<file path="config.mk">
export PLATFORM = sky130hd
export DESIGN_NAME = rcm_prog_port
export DESIGN_NICKNAME = d
export VERILOG_FILES = /design/src/rtl/rcm_addr_latch.sv /design/src/rtl/rcm_write_capture.sv /design/src/rtl/rcm_read_gate.sv /design/src/rtl/rcm_prog_port.sv
export SDC_FILE = /design/constraint.sdc
export NUM_CORES = 1
export LEC_CHECK = 0
export BUFFER_PORTS_ARGS = -buffer_cell sky130_fd_sc_hd__buf_4
export CAP_MARGIN = 20
export CORE_MARGIN = 2
export CORE_UTILIZATION = 30
export CTS_BUF_LIST = sky130_fd_sc_hd__clkbuf_8
export CTS_CLUSTER_DIAMETER = 80
export DETAILED_ROUTE_END_ITERATION = 12
export HOLD_SLACK_MARGIN = 0.1
export PLACE_DENSITY = 0.52
export REMOVE_ABC_BUFFERS = 1
export SLEW_MARGIN = 20
export SYNTH_ARGS = -nofsm -noshare
export SYNTH_HDL_FRONTEND = slang
export SYNTH_SLANG_ARGS = --single-unit
</file>
<file path="constraint.sdc">
create_clock -name clk -period 1.41 [get_ports clk]
set_clock_uncertainty 0.2 [all_clocks]
set_input_delay 0 -clock clk [delete_from_list [all_inputs] [get_ports clk]]
set_output_delay 0 -clock clk [all_outputs]
set_load 0.1 [all_outputs]
</file>
<file path="src/rtl/rcm_addr_latch.sv">
module rcm_addr_latch #(
  parameter int ROW_W = 11,
  parameter int COL_W = 9
) (
  input  logic                   clk,
  input  logic                   rst_n,
  input  logic [ROW_W-1:0]       addr_pins,
  input  logic                   rc_sel,
  output logic                   row_evt,
  output logic                   col_evt,
  output logic [ROW_W+COL_W-1:0] asm_addr
);
  logic             rc_q;
  logic [ROW_W-1:0] row_q;
  logic [COL_W-1:0] col_q;

  assign row_evt = rc_q & ~rc_sel;
  assign col_evt = ~rc_q & rc_sel;

  always_ff @(posedge clk) begin
    if (!rst_n) begin
      rc_q  <= 1'b1;
      row_q <= '0;
      col_q <= '0;
    end else begin
      rc_q <= rc_sel;
      if (row_evt) row_q <= addr_pins;
      if (col_evt) col_q <= addr_pins[COL_W-1:0];
    end
  end

  assign asm_addr = {col_q, row_q};
endmodule

</file>
<file path="src/rtl/rcm_write_capture.sv">
module rcm_write_capture #(
  parameter int AW = 20,
  parameter int DW = 8
) (
  input  logic          clk,
  input  logic          rst_n,
  input  logic          enable,
  input  logic          ce_n,
  input  logic          we_n,
  input  logic [AW-1:0] asm_addr,
  input  logic [DW-1:0] data_in,
  output logic          we_rise,
  output logic          wr_pulse,
  output logic [AW-1:0] wr_addr,
  output logic [DW-1:0] wr_data
);
  logic we_q;

  assign we_rise = ~we_q & we_n;

  always_ff @(posedge clk) begin
    if (!rst_n) begin
      we_q     <= 1'b1;
      wr_pulse <= 1'b0;
      wr_addr  <= '0;
      wr_data  <= '0;
    end else begin
      we_q     <= we_n;
      wr_pulse <= enable & ~ce_n & we_rise;
      if (enable & ~ce_n & we_rise) begin
        wr_addr <= asm_addr;
        wr_data <= data_in;
      end
    end
  end
endmodule

</file>
<file path="src/rtl/rcm_read_gate.sv">
module rcm_read_gate #(
  parameter int DW = 8
) (
  input  logic          enable,
  input  logic          ce_n,
  input  logic          oe_n,
  input  logic          we_n,
  input  logic [DW-1:0] rdata,
  output logic          rd_active,
  output logic [DW-1:0] data_out
);
  always_comb begin
    rd_active = enable & ~ce_n & ~oe_n & we_n;
    data_out  = rd_active ? rdata : '0;
  end
endmodule

</file>
<file path="src/rtl/rcm_prog_port.sv">
module rcm_prog_port #(
  parameter int ROW_W  = 11,
  parameter int COL_W  = 9,
  parameter int DATA_W = 8
) (
  input  logic                   clk,
  input  logic                   rst_n,
  input  logic                   mode_strap,
  input  logic [ROW_W-1:0]       addr_pins,
  input  logic                   rc_sel,
  input  logic                   ce_n,
  input  logic                   oe_n,
  input  logic                   we_n,
  input  logic [DATA_W-1:0]      data_in,
  output logic [DATA_W-1:0]      data_out,
  output logic                   data_oe,
  output logic                   rdy_busy,
  output logic [ROW_W+COL_W-1:0] mem_addr,
  output logic                   mem_wr,
  output logic [DATA_W-1:0]      mem_wdata,
  output logic                   mem_rd,
  input  logic [DATA_W-1:0]      mem_rdata,
  input  logic                   status_ready
);
  localparam int AW = ROW_W + COL_W;

  // Named internal events for the checker.
  logic          mode_q;
  logic          row_evt, col_evt, we_rise;
  logic [AW-1:0] asm_addr, wr_addr;
  logic          wr_pulse, rd_active;

  // The strap is followed only while reset is held, then frozen.
  always_ff @(posedge clk) begin
    if (!rst_n) mode_q <= mode_strap;
  end

  rcm_addr_latch #(.ROW_W(ROW_W), .COL_W(COL_W)) u_addr (
    .clk(clk), .rst_n(rst_n), .addr_pins(addr_pins), .rc_sel(rc_sel),
    .row_evt(row_evt), .col_evt(col_evt), .asm_addr(asm_addr)
  );

  rcm_write_capture #(.AW(AW), .DW(DATA_W)) u_wr (
    .clk(clk), .rst_n(rst_n), .enable(mode_q), .ce_n(ce_n), .we_n(we_n),
    .asm_addr(asm_addr), .data_in(data_in), .we_rise(we_rise),
    .wr_pulse(wr_pulse), .wr_addr(wr_addr), .wr_data(mem_wdata)
  );

  rcm_read_gate #(.DW(DATA_W)) u_rd (
    .enable(mode_q), .ce_n(ce_n), .oe_n(oe_n), .we_n(we_n),
    .rdata(mem_rdata), .rd_active(rd_active), .data_out(data_out)
  );

  assign mem_wr   = wr_pulse;
  assign mem_addr = wr_pulse ? wr_addr : asm_addr;
  assign mem_rd   = rd_active;
  assign data_oe  = rd_active;
  assign rdy_busy = ~mode_q | status_ready;
endmodule

</file>
Word-level counts from Yosys, hierarchy flattened
Index checks and enable logic that the tools add are counted.
Operators by class
  multiplexer cells: 2
  bitwise gates (word level): 14
Operators with widths (count)
  20-bit 2-to-1 mux: 1
  8-bit 2-to-1 mux: 1
  1-bit AND: 7
  1-bit NOT: 6
  1-bit bitwise OR: 1
Word-level totals
  flip-flop bits (word level): 52
  bits of input ports: 35
  output and inout port bits: 40
  logic and storage cells: 24

Logic depth before layout (Yosys ltp)
Gate-level depths: netlist of the first run.
  word-level depth: 5
  gate-level depth with buffers: 5

Hierarchy
From an unflattened synthesis of the first run, not the netlist that was laid out.
Second synthesis, totals
  cell total of the unflattened synthesis: 244
  area total of the unflattened synthesis: 2427.3 um2
Modules (own cells, without submodules)
  rcm_write_capture: instances 1, cells an instance 127, area each 1182.4 um2
  rcm_addr_latch: instances 1, cells an instance 81, area each 807.0 um2
  rcm_prog_port: instances 1, cells an instance 26, area each 370.4 um2
  rcm_read_gate: instances 1, cells an instance 10, area each 67.6 um2

Worst setup path after synthesis of the first run
OpenSTA, ideal clock, no wires.
  path type: reg-to-output
  from: register mode_q
  to: output port data_out[0]
  data arrival time: 2.645 ns
  data required time: 1.210 ns
  path slack: -1.435 ns
  cell stages (with the launch flop): 4
  cell sequence: edfxtp_1 nand2_1 nor3_2 and2_1
On the way
  longest elaborated chain between the ends: 4
Ends and longest elaborated chain
  from (decl): line rcm_prog_port.sv:28  | logic mode_q;
  from (signal assigned): line rcm_prog_port.sv:35  | if (!rst_n) mode_q <= mode_strap;
  1-bit AND (3 in series): line rcm_read_gate.sv:13  | rd_active = enable & ~ce_n & ~oe_n & we_n;
  named net data_oe: line rcm_prog_port.sv:16  | output logic data_oe,
  8-bit 2-to-1 mux: line rcm_read_gate.sv:14  | data_out = rd_active ? rdata : '0;
  to (decl): line rcm_prog_port.sv:15  | output logic [DATA_W-1:0] data_out,
The timed path passes the listed nets, and every way through them passes these cells.

Final worst setup path of the first run
  from: register mode_q
  to: output port data_out[1]
On the way
  longest elaborated chain between the ends: 4
Ends and longest elaborated chain (line)
  1-bit AND (3 in series): rcm_read_gate.sv:13
  8-bit 2-to-1 mux: rcm_read_gate.sv:14
Every way passes these cells.

==> results of run 1 <==
==> metal layers <==
| metal | wire length, um | vias to the layer above | track usage |
|---|---|---|---|
| met3 | 395 | 7 | 0.02955 |
| met5 | 0 | - | 0 |
| met2 | 3672 | 72 | 0.2524 |
| met4 | 53 | 0 | 0.04071 |
| met1 | 3146 | 1039 | 0.1848 |
| li1 | - | 1137 | - |
==> power by group through the flow <==
stage          clock [mW]  sequential, mW  combinational, mW
6_report            0.877            1.53              0.860
5_1_grt             0.956            1.54              0.902
4_1_cts             0.911            1.53              0.737
3_5_place_dp            0            1.57              0.591
3_3_place_gp            0            1.57              0.589
2_1_floorplan           0            1.59              0.355
==> placed cells by master, fill, tap and decap left out, types with 6 or more instances in the layout <==
master / n
o21ai_1: 27
buf_6: 6
dfxtp_1: 50
buf_12: 35
buf_4: 52
a21oi_1: 20
clkbuf_8: 6
nand3_1: 28
mux2_4: 20
dlygate4sd3_1: 53
and2_4: 8
nand2_1: 68
==> flip-flops by register name, indices dropped and copies added (netlist names) <==
| signal | count |
|---|---|
| u_addr.row_q | 11 |
| u_addr.col_q | 9 |
| mode_q | 1 |
| u_wr.we_q | 1 |
| u_addr.rc_q | 1 |
| u_wr.wr_data | 8 |
| u_wr.wr_addr | 20 |
| u_wr.wr_pulse | 1 |
==> repair_timing <==
| item | CTS | global route |
|---|---|---|
| hold endpoints to repair | 52 | 25 |
| resized for setup | 60 | 77 |
| setup endpoints to repair | 31 | 60 |
| pin swaps | 0 | 2 |
| gates cloned | 0 | 10 |
| setup buffers | 1 | 3 |
==> metrics by stage <==
step | power [mW] | area, um2 | setup slack [ps] | cells | setup TNS (ps)
after floorplan | 1.942 | 2038 | -2582 | 236 | -69140
after global placement | 2.158 | 2839 | 76.05 | 417 | 0
after detailed placement | 2.160 | 2839 | 61.19 | 417 | 0
after CTS | 3.182 | 3705 | -203.1 | 480 | -5002
after global routing | 3.398 | 4224 | -279.1 | 493 | -13020
final | 3.272 | 4224 | -231.7 | 493 | -9806
==> worst max-delay path, cell delays in order, from the launching register on <==
cell and delay [ps]:
edfxtp_1 390, nand2_2 80, nor3_4 180, buf_6 150
and2_4 160, buf_12 170
==> final cells by class <==
type	count	area share
sequential	52	0.2497
multi-input combinational	183	0.2630
clock inverter	2	0.002370
clock buffer	6	0.01955
inverter	1	0.0008886
timing repair buffer	153	0.4360
tap	96	0.02844
==> worst min path at each step <==
stage                     from               end  slack (ps)  depth (start not counted)
floorplan                rst_n       u_addr.rc_q        -130                          1
global placement    mode_strap            mode_q         -20                          1
detailed placement  mode_strap            mode_q         -20                          1
CTS                      rst_n  u_wr.wr_addr[18]        -140                          3
global route             rst_n   u_wr.wr_data[4]        -110                          3
finish                   rst_n   u_wr.wr_data[5]        -130                          3
==> logic make-up after synthesis <==
family,after synthesis,synth area share
flip-flops,52,0.4856
AO/OA/AOI/OAI,48,0.1110
AND/OR/NAND/NOR,115,0.2393
multiplexers,20,0.1040
buffers and inverters,23,0.06011
==> reports/metrics.cfg, run 1 <==
[pwr]
power.share.switching = 0.2995
sequentialPowerShare = 0.469
p_leak_nw = 1.648
peakVddDrop_uv = 559.4
p_int_mw = 2.292
clock_power_share = 0.268
switching_power_uw = 979.8
power_density_nw_per_um2 = 774.6
pwr-share-comb = 0.263

[cells_and_area]
fin_util = 0.6116
regArea_um2 = 1055
drive_above_1_share = 0.3526
antennaDiodeCount = 0
area_delta_synth_final_pct = 95.14
fill_cells = 611
multiInputGateArea_um2 = 1111
nets = 431

[yosys]
synth-seq-cells = 52
syn_area_um2 = 2165
ys_seq_area_frac = 0.4855
yosys_warnings = 0
synthFlopType = dfxtp_1
synth_top_cell_area_share = 0.4717
synth_edf_count = 1
synthArstFlopShare = 0
ys_types = 20
synth_common_cells = 69 x nand2_1, 51 x dfxtp_1, 28 x nand3_1
synth_most_common_cell = nand2_1
syn_inst = 258
synth_area_leader_cell = dfxtp_1
ys_top_cells_by_area = dfxtp_1 47%, nand2_1 12%, mux2_2 10%
postSynthAreaPerCell_um2 = 8.390

[setup_path]
worst_setup_path_end_kind = output port
r2r_setup_slack_ps = -190
crit_arrival_ps = 1440
setup.worst_path.end = data_out[1]
criticalPathCategory = reg -> out
cp-startpoint = mode_q
worstReg2RegStart = mode_q
critPathMaxFanout = 5
r2r_end = u_wr.wr_data[6]
ff2ff_path_depth = 6
critPathRequiredTime_ps = 1210
cp-start-kind = flop

[clock_tree]
ctsHoldBuffers = 54
h-tree-depth = 2
clk_latency_ps = 300
clockBufferDepth = 2
clkTransAtPathRegs_ps = 90
cts-root-buf = clkbuf_8
cts_tree = built
cts_buffers = 5
clock-sinks = 52

[status]
violations = hold timing, setup timing
status = complete, but fails checks

[die]
design.core.area_um2 = 6907
io_pins = 75
rows = 30
die_width_um = 88.94
dieArea_um2 = 7910
initial_core_util = 0.3134
die_y_um = 88.94

[timing]
rsz0062_at_grt = yes
drv_slew = 0
period_needed_ps = 1642
worst_slew_pin_slew_ps = 354.5
max_freq_mhz = 609.1
whs_ps = -130.2
hold_viol = 9
fin_crit_sh = 1.164
worst_slack_ps = -231.7
slew_headroom = 0.7637
setup_violations = 60

[hold_path]
hp-class = in -> reg

[routing]
viasPerCell = 4.574
avgRoutedWirePerCell_um = 14.74
route.detailed.drc = 0
ant_nets = 0
first_pass_iters = 4
drt_iter0_drc = 90
vias = 2255
wirelength_um = 7267

[global_routing]
antenna_found_initial = 0
gr-total-overflow = 0
grt_max_degree = 58
grt_first_pass_wirelength_um = 9073
grt_pass1_vias = 2067
track_usage = 0.1457

[place]
portBuffers = 74
gp_congestion = 0.6710
dp_hpwl_um = 3468

[flow_run]
maxCapViolations = 0

Note: power is estimated with default switching activity, not from simulation.
==> run 2, diff against run 1 <==
--- a/config.mk
+++ b/config.mk
@@ -5,7 +5,7 @@
 export SDC_FILE = /design/constraint.sdc
 export NUM_CORES = 1
 export LEC_CHECK = 0
-export BUFFER_PORTS_ARGS = -buffer_cell sky130_fd_sc_hd__buf_4
+export BUFFER_PORTS_ARGS = -buffer_cell sky130_fd_sc_hd__buf_2
 export CAP_MARGIN = 20
 export CORE_MARGIN = 2
 export CORE_UTILIZATION = 30
@@ -15,6 +15,7 @@
 export HOLD_SLACK_MARGIN = 0.1
 export PLACE_DENSITY = 0.52
 export REMOVE_ABC_BUFFERS = 1
+export SKIP_CTS_REPAIR_TIMING = 1
 export SLEW_MARGIN = 20
 export SYNTH_ARGS = -nofsm -noshare
 export SYNTH_HDL_FRONTEND = slang
==> run 2 against run 1 <==
- the flow still finishes with violations (hold timing, setup timing)
- largest cell class unchanged
- combinational power decreased by 9.9%
- first-iteration DRC count fell by 19%
- setup slack improved by 50 ps
- sequential power about the same
- critical path type unchanged
- total power up 4.2%
- critical endpoint is now mem_addr[1]
- cell count down 3.7%
- fmax rose by 3.1%
- global-route usage is 1.7 points lower
- cell area fell by 9.4%
- critical path depth down 2
==> reports/metrics.cfg, run 2 (synthesized netlist as in run 1, its figures left out) <==
[timing]
worst_slack_ps = -181.9  ; +49.80 ps
hold_viol = 2  ; -7
period_needed_ps = 1592  ; -49.80 ps
setup_violations = 31  ; -48%
slew_headroom = 0.6626  ; -0.1011
fin_crit_sh = 1.129  ; -0.03532
worst_slew_pin_slew_ps = 504.4  ; +150.0 ps
rsz0062_at_grt = yes
drv_slew = 0  ; unchanged
whs_ps = -4.670  ; +125.6 ps
max_freq_mhz = 628.2  ; +3.1%

[routing]
avgRoutedWirePerCell_um = 12.56  ; -15%
drt_iter0_drc = 73  ; -19%
viasPerCell = 4.507  ; -1.5%
route.detailed.drc = 0  ; unchanged
vias = 2141  ; -5.1%
first_pass_iters = 4  ; unchanged
ant_nets = 0  ; unchanged
wirelength_um = 5966  ; -18%

[pwr]
power_density_nw_per_um2 = 890.8  ; +15%
peakVddDrop_uv = 402.1  ; -28%
p_leak_nw = 1.489  ; -9.6%

[place]
placedCellCount = 417  ; unchanged
portBuffers = 74  ; unchanged
gp_congestion = 0.7544  ; +12%
dp_slack_ps = 94.82  ; +33.64 ps
dp_hpwl_um = 3605  ; +4.0%

[die]
rows = 30  ; unchanged
io_pins = 75  ; unchanged
initial_core_util = 0.3134  ; unchanged
die_y_um = 88.94  ; unchanged
design.core.area_um2 = 6907  ; unchanged
die_width_um = 88.94  ; unchanged
dieArea_um2 = 7910  ; unchanged

[setup_path]
critPathRequiredTime_ps = 1210  ; about the same
crit_path_top_delay_cell = dfxtp_4
r2r_end = u_wr.wr_data[6]
cp-start-kind = flop
crit_chain = buf_8 -> mux2_2 -> buf_12
r2r_setup_slack_ps = -10  ; +180 ps
max_stage_delay_ps = 390  ; about the same
crit_arrival_ps = 1390  ; -50 ps
cp-startpoint = u_wr.wr_pulse
worstReg2RegStart = mode_q
setup.worst_path.end = mem_addr[1]
criticalPathCategory = reg -> out
critPathBufInv = 2  ; unchanged
worst_setup_path_end_kind = output port
cp_top_family = flip-flops
critPathMaxFanout = 9  ; +4
crit_cells = 3  ; -2
ff2ff_path_depth = 5  ; -1

[cells_and_area]
layout_common_cells = 69 x nand2_1, 50 x dfxtp_1, 46 x dlygate4sd3_1, 42 x buf_2, 35 x buf_12
reg_top3 = u_wr.wr_addr x20, u_addr.row_q x11, u_addr.col_q x9
fin_util = 0.5542  ; -0.05743
drive_above_1_share = 0.3272  ; -0.02547
nets = 413  ; -4.2%
regArea_um2 = 1055  ; unchanged
multiInputGateArea_um2 = 1039  ; -6.5%
top_register = u_wr.wr_addr
largest_reg_flops = 20  ; unchanged
area_delta_synth_final_pct = 76.82
fill_cells = 652  ; +6.7%
fin_cells = 475  ; -3.7%
mostFrequentLayoutCell = nand2_1
antennaDiodeCount = 0  ; unchanged

[global_routing]
gr-total-overflow = 0  ; unchanged
track_usage = 0.1284  ; -0.01726
grt_max_degree = 59  ; +1.7%
antenna_found_initial = 0  ; unchanged
grt_pass1_vias = 1702  ; -18%
grt_first_pass_wirelength_um = 7859  ; -13%

[clock_tree]
clkTransAtPathRegs_ps = 90  ; about the same
cts-root-buf = clkbuf_8
cts_buffers = 5  ; unchanged
clock-sinks = 52  ; unchanged
h-tree-depth = 2  ; unchanged
clockBufferDepth = 2  ; unchanged
clk_latency_ps = 300  ; about the same
cts_tree = built

[status]
violations = hold timing, setup timing
status = complete, but fails checks

[hold_path]
hp-class = in -> reg

[flow_run]
maxCapViolations = 0  ; unchanged

## run 2: worst min-delay path, delay by kind of cell
family                 cells  cell delay [ps]
buffers and inverters      2              310
and+or+nand+nor            1               90
AOI/OAI and AO/OA          1               50
## run 2: final cells by class
class / instances / area share
Clock buffer: 7 / 0.02517
Clock inverter: 1 / 0.007846
Inverter: 1 / 0.0009807
Multi-Input combinational cell: 183 / 0.2713
Sequential cell: 52 / 0.2756
Tap cell: 96 / 0.03138
Timing Repair Buffer: 135 / 0.3877
## run 2: how the worst min path moves through the flow
stage,cells past startpoint,end,slack (ps),startpoint
global placement,1,mode_q,-20,mode_strap
global route,4,u_wr.wr_addr[12],10,rst_n
CTS,1,mode_q,-340,mode_strap
detailed placement,1,mode_q,-20,mode_strap
floorplan,1,u_addr.rc_q,-130,rst_n
finish,4,u_wr.wr_addr[17],-5,rst_n
## run 2: metal layers
metal  vias up  global-route usage  share of wire
li1       1095                   -              -
met1       987              0.1658           0.45
met3         5             0.03509          0.050
met4         0             0.04613         0.0087
met2        54              0.2069           0.49
met5         -                   0              0
## run 2: stage by stage
stage | TNS (ps) | instance area [um2] | power [mW]
floorplan | -69140 | 2038 | 1.942
global placement | 0 | 3134 | 2.233
detailed placement | 0 | 3134 | 2.238
CTS | -6368 | 3261 | 3.347
global route | -6475 | 3827 | 3.558
finish | -4187 | 3827 | 3.409
## run 2: power by group
part / internal, mW / switching (mW)
clock: 0.626 / 0.474
sequential: 1.51 / 0.0256
combinational: 0.327 / 0.449
total: 2.46 / 0.949
==> run 3, diff against run 2 <==
--- a/config.mk
+++ b/config.mk
@@ -7,13 +7,13 @@
 export LEC_CHECK = 0
 export BUFFER_PORTS_ARGS = -buffer_cell sky130_fd_sc_hd__buf_2
 export CAP_MARGIN = 20
-export CORE_MARGIN = 2
 export CORE_UTILIZATION = 30
 export CTS_BUF_LIST = sky130_fd_sc_hd__clkbuf_8
 export CTS_CLUSTER_DIAMETER = 80
 export DETAILED_ROUTE_END_ITERATION = 12
 export HOLD_SLACK_MARGIN = 0.1
 export PLACE_DENSITY = 0.52
+export RECOVER_POWER = 100
 export REMOVE_ABC_BUFFERS = 1
 export SKIP_CTS_REPAIR_TIMING = 1
 export SLEW_MARGIN = 20
==> run 3 against run 2 <==
- the run still ends with hold timing, setup timing left
- sequential share of layout area down 0.26 points
- non-clock buffer count down 2
- die area shrank 4.4%
- cell count fell by 0.42%
- total power shrank 7.1%
- clock power decreased by 23%
- via count rose by 0.79%
- routed wire length increased by 13%
- critical path depth unchanged
- hold slack lost 18 ps
- first-iteration DRC count grew 2.7%
- largest power group unchanged
==> reports/metrics.cfg, run 3 (synthesized netlist as in run 1, its figures left out) <==
[flow_run]
maxCapViolations = 0  ; unchanged

[pwr]
switching_power_uw = 947.2  ; -0.15%
sequentialPowerShare = 0.485  ; +0.035
clock_power_share = 0.269  ; -0.054
p_int_mw = 2.220  ; -9.8%
power.share.switching = 0.2990  ; +0.02082
pwr-share-comb = 0.247  ; +0.020
peakVddDrop_uv = 469.8  ; +17%
fin_total_pwr_mw = 3.167  ; -7.1%
power_density_nw_per_um2 = 819.7  ; -8.0%
p_leak_nw = 1.521  ; +2.2%

[place]
dp_hpwl_um = 3741  ; +3.8%
placedInstanceArea_um2 = 3122  ; -0.40%
gp_congestion = 0.7504  ; -0.53%
portBuffers = 74  ; unchanged

[clock_tree]
cts_buffers = 5  ; unchanged
clkTransAtPathRegs_ps = 90  ; about the same
clockBufferDepth = 2  ; unchanged
cts-root-buf = clkbuf_8
clock-sinks = 52  ; unchanged
clk_latency_ps = 300  ; about the same
h-tree-depth = 2  ; unchanged
cts_tree = built

[routing]
first_pass_iters = 4  ; unchanged
drt_iter0_drc = 75  ; +2.7%
wirelength_um = 6747  ; +13%
avgRoutedWirePerCell_um = 14.26  ; +14%
route.detailed.drc = 0  ; unchanged
ant_nets = 0  ; unchanged
vias = 2158  ; +0.79%
viasPerCell = 4.562  ; +1.2%

[cells_and_area]
nets = 411  ; -0.48%
top_register = u_wr.wr_addr
largest_reg_flops = 20  ; unchanged
mostFrequentLayoutCell = nand2_1
drive_above_1_share = 0.3263  ; -0.0009168
fin_util = 0.5625  ; +0.008310
antennaDiodeCount = 0  ; unchanged
reg_top3 = u_wr.wr_addr x20, u_addr.row_q x11, u_addr.col_q x9
area_delta_synth_final_pct = 78.50
finalInstanceArea_um2 = 3864  ; +0.95%
layout_common_cells = 69 x nand2_1, 50 x dfxtp_1, 40 x dlygate4sd3_1, 34 x buf_12, 32 x buf_2

[timing]
max_freq_mhz = 631.3  ; +0.50%
fin_crit_sh = 1.123  ; -0.005612
hold_viol = 1  ; -1
worst_slew_pin_slew_ps = 538.0  ; +33.55 ps
whs_ps = -22.21  ; -17.54 ps
slew_headroom = 0.6429  ; -0.01973
period_needed_ps = 1584  ; -7.913 ps
setup_violations = 34  ; +9.7%
drv_slew = 0  ; unchanged
rsz0062_at_grt = yes
fin_setup_tns_ps = -4393  ; -205.6 ps
worst_slack_ps = -174.0  ; +7.913 ps

[global_routing]
grt_max_degree = 58  ; -1.7%
gr-total-overflow = 0  ; unchanged
antenna_found_initial = 0  ; unchanged
grt_pass1_vias = 1679  ; -1.4%
grt_first_pass_wirelength_um = 8349  ; +6.2%
track_usage = 0.1432  ; +0.01477

[die]
die_y_um = 86.94  ; -2.2%
rows = 30  ; unchanged
dieArea_um2 = 7559  ; -4.4%
die_width_um = 86.94  ; -2.2%
initial_core_util = 0.3151  ; +0.001713
design.core.area_um2 = 6869  ; -0.54%
io_pins = 75  ; unchanged

[setup_path]
r2r_end = u_wr.wr_addr[13]
ff2ff_path_depth = 5  ; unchanged
worstReg2RegStart = mode_q
criticalPathCategory = reg -> out
critPathMaxFanout = 6  ; -3
cp-startpoint = u_wr.wr_pulse
critPathRequiredTime_ps = 1210  ; about the same
crit_arrival_ps = 1380  ; about the same
r2r_setup_slack_ps = -10  ; about the same
cp-start-kind = flop
worst_setup_path_end_kind = output port
setup.worst_path.end = mem_addr[17]

[hold_path]
min_path_cells = 3  ; -1
hp-class = in -> reg

[status]
status = complete, but fails checks
violations = hold timing, setup timing

## run 3: critical path, cell delays in order, from the launching register on
cell and delay, ps:
dfxtp_4 420, clkbuf_16 180, mux2_4 320, buf_12 170
## run 3: final cells by class
cell class | count | area [um2]
inverters | 1 | 3.754
well taps | 96 | 120.1
multi-input cells | 183 | 1084
clock buffers | 6 | 82.58
clock inverters | 2 | 7.507
repair buffers | 133 | 1511
fillers | 610 | 3005
flip-flops and latches | 52 | 1055
## run 3: power by group through the flow
stage                     combinational [mW]  sequential, mW  clock [mW]
after floorplan                        0.355            1.59           0
after global placement                 0.660            1.57           0
after detailed placement               0.666            1.57           0
after CTS                              0.668            1.54       0.897
after global routing                   0.817            1.54       0.964
final                                  0.781            1.54       0.851
## run 3: how the worst min path moves through the flow
stage | startpoint | to | slack (ps)
floorplan | rst_n | u_addr.rc_q | -130
global placement | mode_strap | mode_q | -20
detailed placement | mode_strap | mode_q | -20
CTS | mode_strap | mode_q | -340
global route | rst_n | u_wr.we_q | -9
finish | rst_n | u_wr.we_q | -20
## run 3: layer usage
metal  up-vias  GRT usage  share of wire
met1      1002     0.1823           0.43
met3         7    0.03128          0.040
met5         -          0              0
li1       1095          -              -
met4         0    0.03182         0.0067
met2        54     0.2470           0.52
## run 3: per-stage QoR
stage               setup slack [ps]  std cells
CTS                           -268.0        425
global placement               110.6        417
global route                  -264.3        473
finish                        -174.0        473
floorplan                      -2582        236
detailed placement             77.56        417
